==> config.mk <==
export PLATFORM = sky130hd
export DESIGN_NAME = uart_os_rx
export DESIGN_NICKNAME = d
export VERILOG_FILES = /design/src/rtl/uart_os_rx_pkg.sv /design/src/rtl/rx_line_sync.sv /design/src/rtl/rx_frame_fsm.sv /design/src/rtl/rx_out_stage.sv /design/src/rtl/uart_os_rx.sv
export SDC_FILE = /design/constraint.sdc
export NUM_CORES = 1
export LEC_CHECK = 0
export ABC_CLOCK_PERIOD_IN_PS = 2160
export BUFFER_PORTS_ARGS = -buffer_cell sky130_fd_sc_hd__buf_2
export CORE_UTILIZATION = 40
export CTS_CLUSTER_DIAMETER = 60
export DETAILED_ROUTE_END_ITERATION = 10
export SYNTH_ARGS = -nofsm -noshare
export SYNTH_HDL_FRONTEND = slang
export SYNTH_SLANG_ARGS = --single-unit
==> constraint.sdc <==
create_clock -name clk -period 2.16 [get_ports clk]
set_input_delay 0.324 -clock clk [delete_from_list [all_inputs] [get_ports clk]]
set_output_delay 0.324 -clock clk [all_outputs]
set_load 0.02 [all_outputs]
==> src/rtl/uart_os_rx_pkg.sv <==
package uart_os_rx_pkg;

    localparam int DATA_W = 8;

    typedef enum logic [1:0] {
        PAR_NONE     = 2'b00,
        PAR_EVEN     = 2'b01,
        PAR_ODD      = 2'b10,
        PAR_NONE_ALT = 2'b11
    } par_mode_t;

    typedef enum logic [2:0] {
        ST_IDLE,
        ST_START,
        ST_DATA,
        ST_PAR,
        ST_STOP
    } rx_state_t;

    typedef struct packed {
        logic [DATA_W-1:0] data;
        logic              frame_err;
        logic              par_err;
    } rx_result_t;

    function automatic logic par_enabled(input par_mode_t m);
        return (m == PAR_EVEN) || (m == PAR_ODD);
    endfunction

    // ones count over data and parity bit must be even (even mode) or odd (odd mode)
    function automatic logic par_mismatch(input par_mode_t m,
                                          input logic [DATA_W-1:0] d,
                                          input logic pbit);
        logic ones_odd;
        ones_odd = (^d) ^ pbit;
        case (m)
            PAR_EVEN: return ones_odd;
            PAR_ODD:  return ~ones_odd;
            default:  return 1'b0;
        endcase
    endfunction

endpackage

==> src/rtl/rx_line_sync.sv <==
module rx_line_sync #(
    parameter int STAGES = 2
) (
    input  logic clk,
    input  logic rst,
    input  logic d_async,
    output logic d_sync
);
    logic [STAGES-1:0] chain_q;

    // reset to the idle (high) level of the line
    always_ff @(posedge clk) begin
        if (rst) chain_q <= '1;
        else     chain_q <= {chain_q[STAGES-2:0], d_async};
    end

    assign d_sync = chain_q[STAGES-1];
endmodule

==> src/rtl/rx_frame_fsm.sv <==
module rx_frame_fsm
    import uart_os_rx_pkg::*;
#(
    parameter int OS_RATE = 8
) (
    input  logic       clk,
    input  logic       rst,
    input  logic       tick,
    input  logic       line,
    input  par_mode_t  mode,
    output logic       done,
    output rx_result_t result
);
    localparam int CNT_W = $clog2(OS_RATE);
    localparam int IDX_W = $clog2(DATA_W);
    localparam logic [CNT_W-1:0] CNT_LAST  = CNT_W'(OS_RATE - 1);
    localparam logic [CNT_W-1:0] CNT_CHECK = CNT_W'(OS_RATE / 2 - 1);
    localparam logic [IDX_W-1:0] IDX_LAST  = IDX_W'(DATA_W - 1);

    rx_state_t         state_q;
    logic [CNT_W-1:0]  cnt_q;
    logic [IDX_W-1:0]  idx_q;
    logic [DATA_W-1:0] shift_q;
    logic              pbit_q;
    logic              armed_q;
    logic              done_q;
    rx_result_t        result_q;

    always_ff @(posedge clk) begin
        if (rst) begin
            state_q  <= ST_IDLE;
            cnt_q    <= '0;
            idx_q    <= '0;
            shift_q  <= '0;
            pbit_q   <= 1'b0;
            armed_q  <= 1'b0;
            done_q   <= 1'b0;
            result_q <= '0;
        end else begin
            done_q <= 1'b0;
            if (tick) begin
                case (state_q)
                    ST_IDLE: begin
                        if (line) begin
                            armed_q <= 1'b1;
                        end else if (armed_q) begin
                            state_q <= ST_START;
                            cnt_q   <= '0;
                        end
                    end
                    ST_START: begin
                        if (cnt_q == CNT_CHECK) begin
                            cnt_q <= '0;
                            idx_q <= '0;
                            state_q <= line ? ST_IDLE : ST_DATA;
                        end else begin
                            cnt_q <= cnt_q + 1'b1;
                        end
                    end
                    ST_DATA: begin
                        if (cnt_q == CNT_LAST) begin
                            cnt_q   <= '0;
                            shift_q <= {line, shift_q[DATA_W-1:1]};
                            if (idx_q == IDX_LAST)
                                state_q <= par_enabled(mode) ? ST_PAR : ST_STOP;
                            else
                                idx_q <= idx_q + 1'b1;
                        end else begin
                            cnt_q <= cnt_q + 1'b1;
                        end
                    end
                    ST_PAR: begin
                        if (cnt_q == CNT_LAST) begin
                            cnt_q   <= '0;
                            pbit_q  <= line;
                            state_q <= ST_STOP;
                        end else begin
                            cnt_q <= cnt_q + 1'b1;
                        end
                    end
                    ST_STOP: begin
                        if (cnt_q == CNT_LAST) begin
                            cnt_q              <= '0;
                            done_q             <= 1'b1;
                            result_q.data      <= shift_q;
                            result_q.frame_err <= ~line;
                            result_q.par_err   <= par_mismatch(mode, shift_q, pbit_q);
                            armed_q            <= 1'b0;
                            state_q            <= ST_IDLE;
                        end else begin
                            cnt_q <= cnt_q + 1'b1;
                        end
                    end
                    default: state_q <= ST_IDLE;
                endcase
            end
        end
    end

    assign done   = done_q;
    assign result = result_q;
endmodule

==> src/rtl/rx_out_stage.sv <==
module rx_out_stage
    import uart_os_rx_pkg::*;
(
    input  logic              clk,
    input  logic              rst,
    input  logic              done,
    input  rx_result_t        result,
    input  logic              ready,
    output logic              valid,
    output logic [DATA_W-1:0] data,
    output logic              frame_err,
    output logic              par_err,
    output logic              overrun
);
    logic              valid_q;
    logic [DATA_W-1:0] data_q;
    logic              ferr_q, perr_q, ovr_q;

    always_ff @(posedge clk) begin
        if (rst) begin
            valid_q <= 1'b0;
            data_q  <= '0;
            ferr_q  <= 1'b0;
            perr_q  <= 1'b0;
            ovr_q   <= 1'b0;
        end else if (done) begin
            valid_q <= 1'b1;
            data_q  <= result.data;
            ferr_q  <= result.frame_err;
            perr_q  <= result.par_err;
            ovr_q   <= valid_q & ~ready;
        end else if (valid_q && ready) begin
            valid_q <= 1'b0;
        end
    end

    assign valid     = valid_q;
    assign data      = data_q;
    assign frame_err = ferr_q;
    assign par_err   = perr_q;
    assign overrun   = ovr_q;
endmodule

==> src/rtl/uart_os_rx.sv <==
module uart_os_rx
    import uart_os_rx_pkg::*;
#(
    parameter int SYNC_STAGES = 2,
    parameter int OS_RATE     = 8
) (
    input  logic       clk,
    input  logic       rst,
    input  logic       os_tick,
    input  logic       rx_line,
    input  logic [1:0] parity_mode,
    output logic [7:0] rx_data,
    output logic       rx_valid,
    input  logic       rx_ready,
    output logic       err_frame,
    output logic       err_parity,
    output logic       err_overrun
);
    logic       line_s;
    logic       frame_done;
    rx_result_t frame_res;
    par_mode_t  mode;

    assign mode = par_mode_t'(parity_mode);

    rx_line_sync #(.STAGES(SYNC_STAGES)) i_sync (
        .clk     (clk),
        .rst     (rst),
        .d_async (rx_line),
        .d_sync  (line_s)
    );

    rx_frame_fsm #(.OS_RATE(OS_RATE)) i_fsm (
        .clk    (clk),
        .rst    (rst),
        .tick   (os_tick),
        .line   (line_s),
        .mode   (mode),
        .done   (frame_done),
        .result (frame_res)
    );

    rx_out_stage i_out (
        .clk       (clk),
        .rst       (rst),
        .done      (frame_done),
        .result    (frame_res),
        .ready     (rx_ready),
        .valid     (rx_valid),
        .data      (rx_data),
        .frame_err (err_frame),
        .par_err   (err_parity),
        .overrun   (err_overrun)
    );
endmodule

==> impl_summary.log, run 1 <==
[metrics] number of levels the H-tree was split into: 2
[metrics] sum of negative setup slack: 0 ps
[metrics] Setup violations, final: 0
[metrics] class of the worst hold path: in2reg
[metrics] Remaining Overflow, GRT: 0
[metrics] leakage component of the power: 0.8966 nW
[metrics] net count after synthesis: 243
[metrics] Fmax: 0.5135 GHz
[metrics] cts repair resizes: 0
[metrics] count of input and output buffers: 18
[metrics] Mapped Cells: 228
[metrics] vias in the first global route: 1,440
[metrics] post-layout minimum cycle time: 1948 ps
[metrics] count of flip-flops with a built-in enable after synthesis: 0
[metrics] Synth-to-Final Area Change: 10.39%
[metrics] power density relative to cell area: 649.2 nW/um^2
[metrics] Maximum Capacitance Violations: 0
[metrics] diode count: 0
[metrics] clock transition time at the flip-flop clock pins of the worst setup and hold paths: 80 ps
[metrics] share of layout cells above drive strength 1: 0.1762
[metrics] start-to-end type of the worst setup path: reg2reg
[metrics] number of remaining DRC errors: 0
[metrics] post-synthesis async set-or-reset flop share: 0
[metrics] net count of the finished layout: 258
[metrics] post-synthesis register bit count: 44
[metrics] global placer's final weighted congestion: 0.7854
[metrics] critical path fanouts, max: 9
[metrics] Tcrit/Tclk final: 0.9017
[metrics] CTS Sinks: 44
[metrics] post-detailed-routing wire length: 3.763 mm
[metrics] CTS Hold Buffers Added: 0
[metrics] clock tree from TritonCTS: built
[metrics] floorplan core area: 5140 um^2
[metrics] Worst Max-Slew Pin Slew: 688.9 ps
[metrics] Avg Synthesized Cell Area: 9.406 um^2
[metrics] internal power consumption: 1.212 mW
[metrics] Sequential Power Share: 0.534
[metrics] CTS Buf Count: 5
[metrics] die footprint: 5658 um^2
[metrics] maximum vdd drop: 0.0003818 V
[metrics] Seq/Total Area, Yosys: 0.4107
[metrics] data required time of the worst path: 2400 ps
[metrics] run status: finished clean
[metrics] critical path launch point type: register
[metrics] area share of the largest cell type after synthesis: 0.4107
[metrics] final core utilization: 0.4606
[metrics] number of warnings reported in the yosys synthesis log: 0
[metrics] post-synth design cell area: 2145 um^2
[metrics] worst relative slew slack: 0.5401
[metrics] number of pins with negative max-slew slack in the final report: 0
[metrics] 1st-iter DRT viols: 74
[metrics] CTS root buf: sky130_fd_sc_hd__clkbuf_8
[metrics] Cell variety after synth: 50
[metrics] routed wirelength normalized by instance count: 11.98 um
[metrics] Final Hold Fails: 0
[metrics] detailed placement HPWL: 2.609 mm
[metrics] clock latency on the worst-skew pair: 300 ps
[metrics] final hold slack: 214.7 ps
[metrics] worst clock skew on the final layout: 12.28 ps
[metrics] Clk pwr share: 0.434
[metrics] largest net degree at the start of global routing: 28
[metrics] Final ANT Viol Nets: 0
[metrics] initial antenna violation count: 0
[metrics] Tot Pwr: 1.537 mW
[metrics] library cell occupying the most area in the post-synthesis netlist: sky130_fd_sc_hd__dfxtp_1
[metrics] unrepaired setup endpoints after global routing: false
[metrics] number of rows created at floorplan: 26
[metrics] endpoint arrival time on the critical path: 2180 ps
[metrics] NetSw: 0.3254 mW
[metrics] synth top area cells: sky130_fd_sc_hd__dfxtp_1 (41%), sky130_fd_sc_hd__mux2i_1 (10%), sky130_fd_sc_hd__nor2_1 (5.3%)
[metrics] number of ports placed on the die boundary: 19
[metrics] pre-CTS setup slack: 161.3 ps
[metrics] global-route wire length before repair: 6.589 mm
[metrics] Switching Share: 0.2117
[metrics] final critical-path setup slack: 212.4 ps
[metrics] Bufs on Longest Clock Path: 2
[metrics] via density per instance: 4.920
[metrics] Die Y: 75.22 um
[metrics] total number of vias: 1,545
[metrics] initial cell density of the core: 0.4172
[metrics] Top FF cell, synth: sky130_fd_sc_hd__dfxtp_1
[metrics] Gate power share: 0.032
[metrics] TritonRoute pass-1 iters: 4
[metrics] GR Util All Layers: 0.1538
[metrics] horizontal die dimension: 75.22 um
[metrics] number of setup buffers added after CTS: 0
[metrics] category of the worst setup path capture point: register
critical path, stage by stage, from the launching register on:
cell	delay (ps)
sky130_fd_sc_hd__dfxtp_1	350
sky130_fd_sc_hd__ha_1	200
sky130_fd_sc_hd__ha_1	370
sky130_fd_sc_hd__nand4b_2	290
sky130_fd_sc_hd__o21a_1	240
sky130_fd_sc_hd__a2111oi_0	290
sky130_fd_sc_hd__nand2b_1	150
sequential cells by signal (all words and copies together), names as in the netlist:
signal	flops
i_fsm.state_q	3
i_out.frame_err	1
i_sync.chain_q	2
i_fsm.pbit_q	1
i_fsm.result	10
i_out.data	8
i_fsm.done	1
i_out.par_err	1
i_fsm.armed_q	1
i_out.overrun	1
i_fsm.idx_q	3
i_fsm.cnt_q	3
i_out.valid	1
i_fsm.shift_q	8
final timing paths:
path	slack (ps)	start	cells past startpoint	to
setup / recovery	210	i_fsm.cnt_q[0]	6	i_fsm.result[0]
hold / removal	210	rx_line	2	i_sync.chain_q[0]
setup reg to reg	210	i_fsm.cnt_q[0]	6	i_fsm.result[0]
hold reg to reg	410	i_sync.chain_q[0]	1	i_sync.chain_q[1]
synth_stat cells (4+ instances only):
cell and count:
sky130_fd_sc_hd__dfxtp_1 44, sky130_fd_sc_hd__nor2_1 30, sky130_fd_sc_hd__mux2i_1 22, sky130_fd_sc_hd__nand2_1 20, sky130_fd_sc_hd__a21oi_1 16, sky130_fd_sc_hd__inv_1 9
sky130_fd_sc_hd__ha_1 8, sky130_fd_sc_hd__o21ai_0 7, sky130_fd_sc_hd__nor3_1 6, sky130_fd_sc_hd__nand2b_1 5, sky130_fd_sc_hd__buf_2 4
cells by family (layout without fill, tap and decap cells):
family / after synthesis / count (layout) / synth area share
AND/OR/NAND/NOR: 87 / 87 / 0.2182
flip-flops: 44 / 44 / 0.4107
AO/OA/AOI/OAI: 39 / 39 / 0.1144
multiplexers: 22 / 22 / 0.1027
buffers and inverters: 22 / 38 / 0.06301
adder cells (fa/ha/maj): 8 / 8 / 0.04668
XOR/XNOR: 6 / 6 / 0.04434
power by group through the flow:
stage               Combinational (mW)  Clock [mW]  Sequential (mW)
finish                          0.0495       0.666            0.821
floorplan                       0.0381           0            0.837
global placement                0.0494           0            0.841
detailed placement              0.0499           0            0.840
global route                    0.0552       0.714            0.822
CTS                             0.0501       0.685            0.821
layout by cell type, fill, tap and decap left out, drive strengths merged, types with 3 or more instances in the layout:
master	instances
a21oi	16
buf	21
clkbuf	6
dfxtp	44
ha	8
inv	9
mux2i	22
nand2	20
nand2b	5
nor2	31
nor2b	3
nor3	8
o21ai	7
or2	3
final cells by class:
| class | instances | area, um^2 |
|---|---|---|
| fill | 532 | 2773 |
| timing repair buffer | 21 | 112.6 |
| clock inverter | 2 | 38.79 |
| tap | 70 | 87.58 |
| sequential | 44 | 880.8 |
| inverter | 9 | 33.78 |
| clock buffer | 6 | 82.58 |
| multi-input combinational | 162 | 1131 |
metrics by stage:
| step | area (um^2) | instances |
|---|---|---|
| floorplan | 2145 | 228 |
| global placement | 2243 | 306 |
| detailed placement | 2243 | 306 |
| CTS | 2365 | 314 |
| global route | 2367 | 314 |
| finish | 2367 | 314 |
metal layers:
metal | routed length [um] | track usage | part of all wire
met3 | 86 | 0.04016 | 0.023
met2 | 1612 | 0.2392 | 0.43
met4 | 23 | 0.04938 | 0.0061
met1 | 2040 | 0.2091 | 0.54
met5 | 0 | 0 | 0
Power figures use the tool's default switching activity.
==> run 2, diff against run 1 <==
--- a/config.mk
+++ b/config.mk
@@ -7,9 +7,11 @@
 export LEC_CHECK = 0
 export ABC_CLOCK_PERIOD_IN_PS = 2160
 export BUFFER_PORTS_ARGS = -buffer_cell sky130_fd_sc_hd__buf_2
+export CAP_MARGIN = 20
 export CORE_UTILIZATION = 40
 export CTS_CLUSTER_DIAMETER = 60
 export DETAILED_ROUTE_END_ITERATION = 10
+export PLACE_DENSITY_LB_ADDON = 0.1
 export SYNTH_ARGS = -nofsm -noshare
 export SYNTH_HDL_FRONTEND = slang
 export SYNTH_SLANG_ARGS = --single-unit
==> run 2 against run 1 <==
  * Sequential share of layout area is 0.14 points higher
  * Routed wire length increased by 6.9%
  * Clock-buffer cell count stayed put
  * Die area stayed put
  * Sequential cell count stayed put
  * Power is 7.5% lower
  * Largest cell class unchanged
  * Highest routed layer unchanged
==> impl_summary.log, run 2 (synthesis gave the netlist of run 1 again) <==
[metrics] critical path fanouts, max: 9
[metrics] vias in the first global route: 1,402
[metrics] number of rows created at floorplan: 26
[metrics] diode count: 0
[metrics] NetSw: 0.3286 mW
[metrics] Worst Max-Slew Pin Slew: 694.6 ps
[metrics] Sequential Power Share: 0.578
[metrics] Tcrit/Tclk final: 0.9029
[metrics] number of remaining DRC errors: 0
[metrics] Synth-to-Final Area Change: 9.977%
[metrics] sum of negative setup slack: 0 ps
[metrics] post-layout minimum cycle time: 1950 ps
[metrics] number of levels the H-tree was split into: 2
[metrics] TritonRoute pass-1 iters: 4
[metrics] global-route wire length before repair: 6.686 mm
[metrics] 1st-iter DRT viols: 83
[metrics] Largest register FFs: 10
[metrics] horizontal die dimension: 75.22 um
[metrics] endpoint arrival time on the critical path: 2190 ps
[metrics] Fmax: 0.5127 GHz
[metrics] via density per instance: 4.962
[metrics] CTS Buf Count: 5
[metrics] total number of vias: 1,563
[metrics] setup slack on the worst flop-to-flop path: 210 ps
[metrics] cts repair resizes: 0
[metrics] r2r startpoint: i_fsm.cnt_q[0]
[metrics] filler cell count in the final layout: 536
[metrics] initial antenna violation count: 0
[metrics] Non-Filler Instances: 315
[metrics] most used cells in the layout excluding fill and tap cells: sky130_fd_sc_hd__dfxtp_1 (44), sky130_fd_sc_hd__nor2_1 (30), sky130_fd_sc_hd__mux2i_1 (22), sky130_fd_sc_hd__nand2_1 (20), sky130_fd_sc_hd__buf_2 (18)
[metrics] pre-CTS setup slack: 126.4 ps
[metrics] Final Hold Fails: 0
[metrics] run status: finished clean
[metrics] clock latency on the worst-skew pair: 300 ps
[metrics] launch point of the worst hold path: rx_line
[metrics] number of setup buffers added after CTS: 0
[metrics] CTS Hold Buffers Added: 0
[metrics] worst hold stages: 2
[metrics] CTS root buf: sky130_fd_sc_hd__clkbuf_8
[metrics] Gate power share: 0.036
[metrics] post-detailed-routing wire length: 4.024 mm
[metrics] floorplan core area: 5140 um^2
[metrics] Final ANT Viol Nets: 0
[metrics] critical path launch point type: register
[metrics] routed wirelength normalized by instance count: 12.77 um
[metrics] worst clock skew on the final layout: 4.780 ps
[metrics] worst relative slew slack: 0.5363
[metrics] power density relative to cell area: 602.8 nW/um^2
[metrics] unrepaired setup endpoints after global routing: false
[metrics] capture endpoint of the worst hold path: i_sync.chain_q[0]
[metrics] Clk pwr share: 0.387
[metrics] detailed placement HPWL: 2.736 mm
[metrics] final core utilization: 0.4589
[metrics] GR Util All Layers: 0.1575
[metrics] net count of the finished layout: 259
[metrics] class of the worst hold path: in2reg
[metrics] largest net degree at the start of global routing: 22
[metrics] share of layout cells above drive strength 1: 0.1837
[metrics] count of input and output buffers: 18
[metrics] Remaining Overflow, GRT: 0
[metrics] clock tree from TritonCTS: built
[metrics] number of cells in the design after placement: 307
[metrics] CTS Sinks: 44
[metrics] global placer's final weighted congestion: 0.7855
[metrics] most common cell after layout, fill and taps aside: sky130_fd_sc_hd__dfxtp_1
[metrics] data required time of the worst path: 2400 ps
[metrics] number of pins with negative max-slew slack in the final report: 0
[metrics] Die Y: 75.22 um
[metrics] maximum vdd drop: 0.0003104 V
[metrics] initial cell density of the core: 0.4172
[metrics] Reg-to-Reg End: i_fsm.result[0]
[metrics] internal power consumption: 1.093 mW
[metrics] die footprint: 5658 um^2
[metrics] worst reg-to-reg path cell count: 6
[metrics] Setup violations, final: 0
[metrics] leakage component of the power: 0.8807 nW
[metrics] Switching Share: 0.2312
[metrics] Maximum Capacitance Violations: 0
[metrics] final critical-path setup slack: 209.7 ps
[metrics] start-to-end type of the worst setup path: reg2reg
[metrics] number of ports placed on the die boundary: 19
[metrics] clock transition time at the flip-flop clock pins of the worst setup and hold paths: 90 ps
[metrics] Bufs on Longest Clock Path: 2
[metrics] Tot Pwr: 1.422 mW
[metrics] category of the worst setup path capture point: register
==> run 2: worst max-delay path: stages (launching register included) <==
cell                        delay, ps
sky130_fd_sc_hd__dfxtp_1          370
sky130_fd_sc_hd__ha_1             210
sky130_fd_sc_hd__ha_2             310
sky130_fd_sc_hd__nand4b_2         270
sky130_fd_sc_hd__o21a_1           260
sky130_fd_sc_hd__a2111oi_0        310
sky130_fd_sc_hd__nand2b_1         150
==> run 2: layer usage <==
metal,routed length [um],GRT usage,vias to the layer above
li1,-,-,818
met1,2173,0.2311,721
met2,1715,0.2282,20
met3,97,0.03614,4
met4,38,0.04938,0
met5,0,0,-
==> run 2: power by group through the flow <==
stage	clock network, mW	logic (mW)	registers, mW
final	0.550	0.0509	0.821
after global routing	0.599	0.0578	0.822
after CTS	0.576	0.0515	0.821
after detailed placement	0	0.0515	0.840
after global placement	0	0.0522	0.841
after floorplan	0	0.0381	0.837
==> run 2: worst max path at each step <==
stage                              start         endpoint  slack (ps)
after floorplan           i_fsm.cnt_q[0]   i_fsm.cnt_q[0]         440
after global placement    i_fsm.cnt_q[0]  i_fsm.result[1]         210
after detailed placement  i_fsm.cnt_q[0]  i_fsm.result[1]         130
after CTS                 i_fsm.cnt_q[0]  i_fsm.result[1]         100
after global routing      i_fsm.cnt_q[0]  i_fsm.result[0]          40
final                     i_fsm.cnt_q[0]  i_fsm.result[0]         210
==> run 2: per-stage QoR <==
step | hold slack [ps] | area, um^2
2_1_floorplan | 389.5 | 2145
3_3_place_gp | 403.6 | 2251
3_5_place_dp | 406.4 | 2251
4_1_cts | 200.3 | 2349
5_1_grt | 211.9 | 2359
6_report | 212.7 | 2359
==> run 2: cell type report <==
type | count | area (um^2) | area share
clock buffer | 6 | 82.58 | 0.03501
sequential | 44 | 880.8 | 0.3735
multi-input combinational | 162 | 1139 | 0.4828
tap | 70 | 87.58 | 0.03714
clock inverter | 2 | 15.01 | 0.006366
inverter | 9 | 33.78 | 0.01432
timing repair buffer | 22 | 120.1 | 0.05093
==> run 3, diff against run 2 <==
--- a/config.mk
+++ b/config.mk
@@ -5,6 +5,7 @@
 export SDC_FILE = /design/constraint.sdc
 export NUM_CORES = 1
 export LEC_CHECK = 0
+export ABC_AREA = 1
 export ABC_CLOCK_PERIOD_IN_PS = 2160
 export BUFFER_PORTS_ARGS = -buffer_cell sky130_fd_sc_hd__buf_2
 export CAP_MARGIN = 20
==> run 3 against run 2 <==
  * Design area decreased by 8.2%
  * Core utilization increased by 2.5 points
  * Clock skew increased by 2.3 ps
  * Critical path depth increased by 1
  * Final cell count increased by 7.0%
  * Critical path type unchanged
  * Sequential cell count unchanged
  * Sequential power increased by 0.9%
  * The flow now finishes with violations (DRC)
==> impl_summary.log, run 3 <==
[metrics] run status: complete, but fails checks
[metrics] violated checks: DRC
[metrics] Tcrit/Tclk final: 0.8409
[metrics] r2r startpoint: i_fsm.cnt_q[0]
[metrics] diode count: 0
[metrics] Bufs on Longest Clock Path: 2
[metrics] CTS Buf Count: 5
[metrics] sum of negative setup slack: 0 ps
[metrics] most common cell after layout, fill and taps aside: sky130_fd_sc_hd__dfxtp_1
[metrics] post-synthesis async set-or-reset flop share: 0
[metrics] Fmax: 0.5506 GHz
[metrics] class of the worst hold path: in2reg
[metrics] CP startpoint: i_fsm.cnt_q[0]
[metrics] GR Util All Layers: 0.1715
[metrics] number of levels the H-tree was split into: 2
[metrics] Cell variety after synth: 21
[metrics] worst reg-to-reg path cell count: 7
[metrics] maximum vdd drop: 0.0005122 V
[metrics] gate family responsible for the most delay along the worst path: simple AND/OR/NAND/NOR gates
[metrics] start-to-end type of the worst setup path: reg2reg
[metrics] largest net degree at the start of global routing: 33
[metrics] number of setup buffers added after CTS: 0
[metrics] share of layout cells above drive strength 1: 0.1333
[metrics] TritonRoute pass-1 iters: 7
[metrics] Setup violations, final: 0
[metrics] filler cell count in the final layout: 465
[metrics] library cell occupying the most area in the post-synthesis netlist: sky130_fd_sc_hd__dfxtp_1
[metrics] crit path cell chain: ha_1 > ha_1 > nand2_1 > nor2_2 > inv_1 > nor2_1 > nor2_1
[metrics] commonest cells in the synthesized netlist: sky130_fd_sc_hd__dfxtp_1 (44), sky130_fd_sc_hd__nor2_1 (43), sky130_fd_sc_hd__nand2_1 (41)
[metrics] Die Y: 71.27 um
[metrics] Seq/Total Area, Yosys: 0.4589
[metrics] via density per instance: 4.757
[metrics] 1st-iter DRT viols: 65
[metrics] Non-Filler Instances: 337
[metrics] leakage component of the power: 1.031 nW
[metrics] post-layout minimum cycle time: 1816 ps
[metrics] post-synthesis register bit count: 44
[metrics] die footprint: 5079 um^2
[metrics] final core utilization: 0.4838
[metrics] CTS Sinks: 44
[metrics] cts repair resizes: 0
[metrics] net count of the finished layout: 299
[metrics] clock transition time at the flip-flop clock pins of the worst setup and hold paths: 80 ps
[metrics] count of input and output buffers: 18
[metrics] unrepaired setup endpoints after global routing: false
[metrics] Maximum Capacitance Violations: 0
[metrics] post-detailed-routing wire length: 3.866 mm
[metrics] routed wirelength normalized by instance count: 11.47 um
[metrics] number of remaining DRC errors: 2
[metrics] Avg Synthesized Cell Area: 7.243 um^2
[metrics] synth top area cells: sky130_fd_sc_hd__dfxtp_1 (46%), sky130_fd_sc_hd__o21ai_0 (9.4%), sky130_fd_sc_hd__nor2_1 (8.4%)
[metrics] CP max-delay cell: sky130_fd_sc_hd__nor2_2
[metrics] Final ANT Viol Nets: 0
[metrics] clock latency on the worst-skew pair: 290 ps
[metrics] floorplan core area: 4474 um^2
[metrics] Tot Pwr: 1.539 mW
[metrics] initial antenna violation count: 0
[metrics] number of ports placed on the die boundary: 19
[metrics] number of pins with negative max-slew slack in the final report: 0
[metrics] number of logic stages on the critical path including buffering: 7
[metrics] horizontal die dimension: 71.27 um
[metrics] most used cells in the layout excluding fill and tap cells: sky130_fd_sc_hd__dfxtp_1 (44), sky130_fd_sc_hd__nor2_1 (43), sky130_fd_sc_hd__nand2_1 (41), sky130_fd_sc_hd__o21ai_0 (36), sky130_fd_sc_hd__a21oi_1 (28)
[metrics] category of the worst setup path capture point: register
[metrics] data required time of the worst path: 2350 ps
[metrics] Worst Max-Slew Pin Slew: 570.6 ps
[metrics] count of flip-flops with a built-in enable after synthesis: 0
[metrics] Final Hold Fails: 0
[metrics] CTS Hold Buffers Added: 0
[metrics] Top FF cell, synth: sky130_fd_sc_hd__dfxtp_1
[metrics] most frequently used cell type in the post-synthesis netlist: sky130_fd_sc_hd__dfxtp_1
[metrics] worst clock skew on the final layout: 7.033 ps
[metrics] Largest register FFs: 10
[metrics] delay of the slowest cell on the worst path: 490 ps
[metrics] Synth-to-Final Area Change: 12.78%
[metrics] global placer's final weighted congestion: 0.8669
[metrics] number of rows created at floorplan: 24
[metrics] worst relative slew slack: 0.6192
[metrics] Remaining Overflow, GRT: 0
[metrics] area share of the largest cell type after synthesis: 0.4589
[metrics] vias in the first global route: 1,551
[metrics] total number of vias: 1,603
[metrics] post-synth design cell area: 1919 um^2
[metrics] launch point of the worst hold path: rx_line
[metrics] worst path bufs/invs: 1
[metrics] CTS root buf: sky130_fd_sc_hd__clkbuf_8
[metrics] number of warnings reported in the yosys synthesis log: 0
[metrics] Mapped Cells: 265
[metrics] detailed placement HPWL: 2.770 mm
[metrics] critical path fanouts, max: 18
[metrics] number of cells in the design after placement: 329
[metrics] worst hold stages: 2
[metrics] critical path launch point type: register
[metrics] initial cell density of the core: 0.4290
[metrics] endpoint arrival time on the critical path: 2010 ps
[metrics] setup slack on the worst flop-to-flop path: 340 ps
[metrics] global-route wire length before repair: 6.837 mm
[metrics] clock tree from TritonCTS: built
[metrics] net count after synthesis: 280
[metrics] power density relative to cell area: 711.2 nW/um^2
-- run 3: cell count changes after synthesis, sizes merged, moves of 4 or more --
cell	change
nand2b	-4
inv	+22
nor2	+16
nand2	+21
nand3	+7
a21oi	+12
buf	-4
nor3	-5
o21ai	+33
mux2i	-22
-- run 3: cell families after synthesis --
kind of cell | synth area share
XOR/XNOR | 0.004564
AO/OA/AOI/OAI | 0.1858
adder cells (fa/ha/maj) | 0.05215
AND/OR/NAND/NOR | 0.2210
buffers and inverters | 0.07757
flip-flops | 0.4589
-- run 3: layer usage --
layer	part of all wire	up-vias	GRT usage
li1	-	891	-
met1	0.53	694	0.2310
met2	0.44	14	0.2698
met3	0.022	4	0.04079
met4	0.010	0	0.06000
met5	0	-	0
-- run 3: worst paths after layout --
path                             to
setup / recovery    i_fsm.result[8]
hold / removal    i_sync.chain_q[0]
setup reg to reg    i_fsm.result[8]
hold reg to reg   i_sync.chain_q[1]
-- run 3: report_power, final --
| part | internal (mW) | leakage, nW | switching, mW | total, mW |
|---|---|---|---|---|
| combinational | 0.0308 | 0.621 | 0.0591 | 0.0899 |
| clock | 0.344 | 0.0552 | 0.278 | 0.622 |
| sequential | 0.819 | 0.355 | 0.00897 | 0.828 |
-- run 3: layout make-up --
type / instances / area (um^2) / share of cell area
sequential: 44 / 880.8 / 0.4069
tap: 52 / 65.06 / 0.03006
clock inverter: 2 / 35.03 / 0.01618
clock buffer: 6 / 72.57 / 0.03353
timing repair buffer: 20 / 105.1 / 0.04855
multi-input combinational: 182 / 889.6 / 0.4110
inverter: 31 / 116.4 / 0.05376
-- run 3: per-stage QoR --
step | worst slack, ps | cell area (um^2) | hold slack, ps
after floorplan | 695.5 | 1919 | 389.5
after global placement | 382.7 | 2057 | 390.8
after detailed placement | 350.7 | 2057 | 402.4
after CTS | 335.3 | 2165 | 202.8
after global routing | 114.6 | 2165 | 190.6
final | 343.7 | 2165 | 207.2
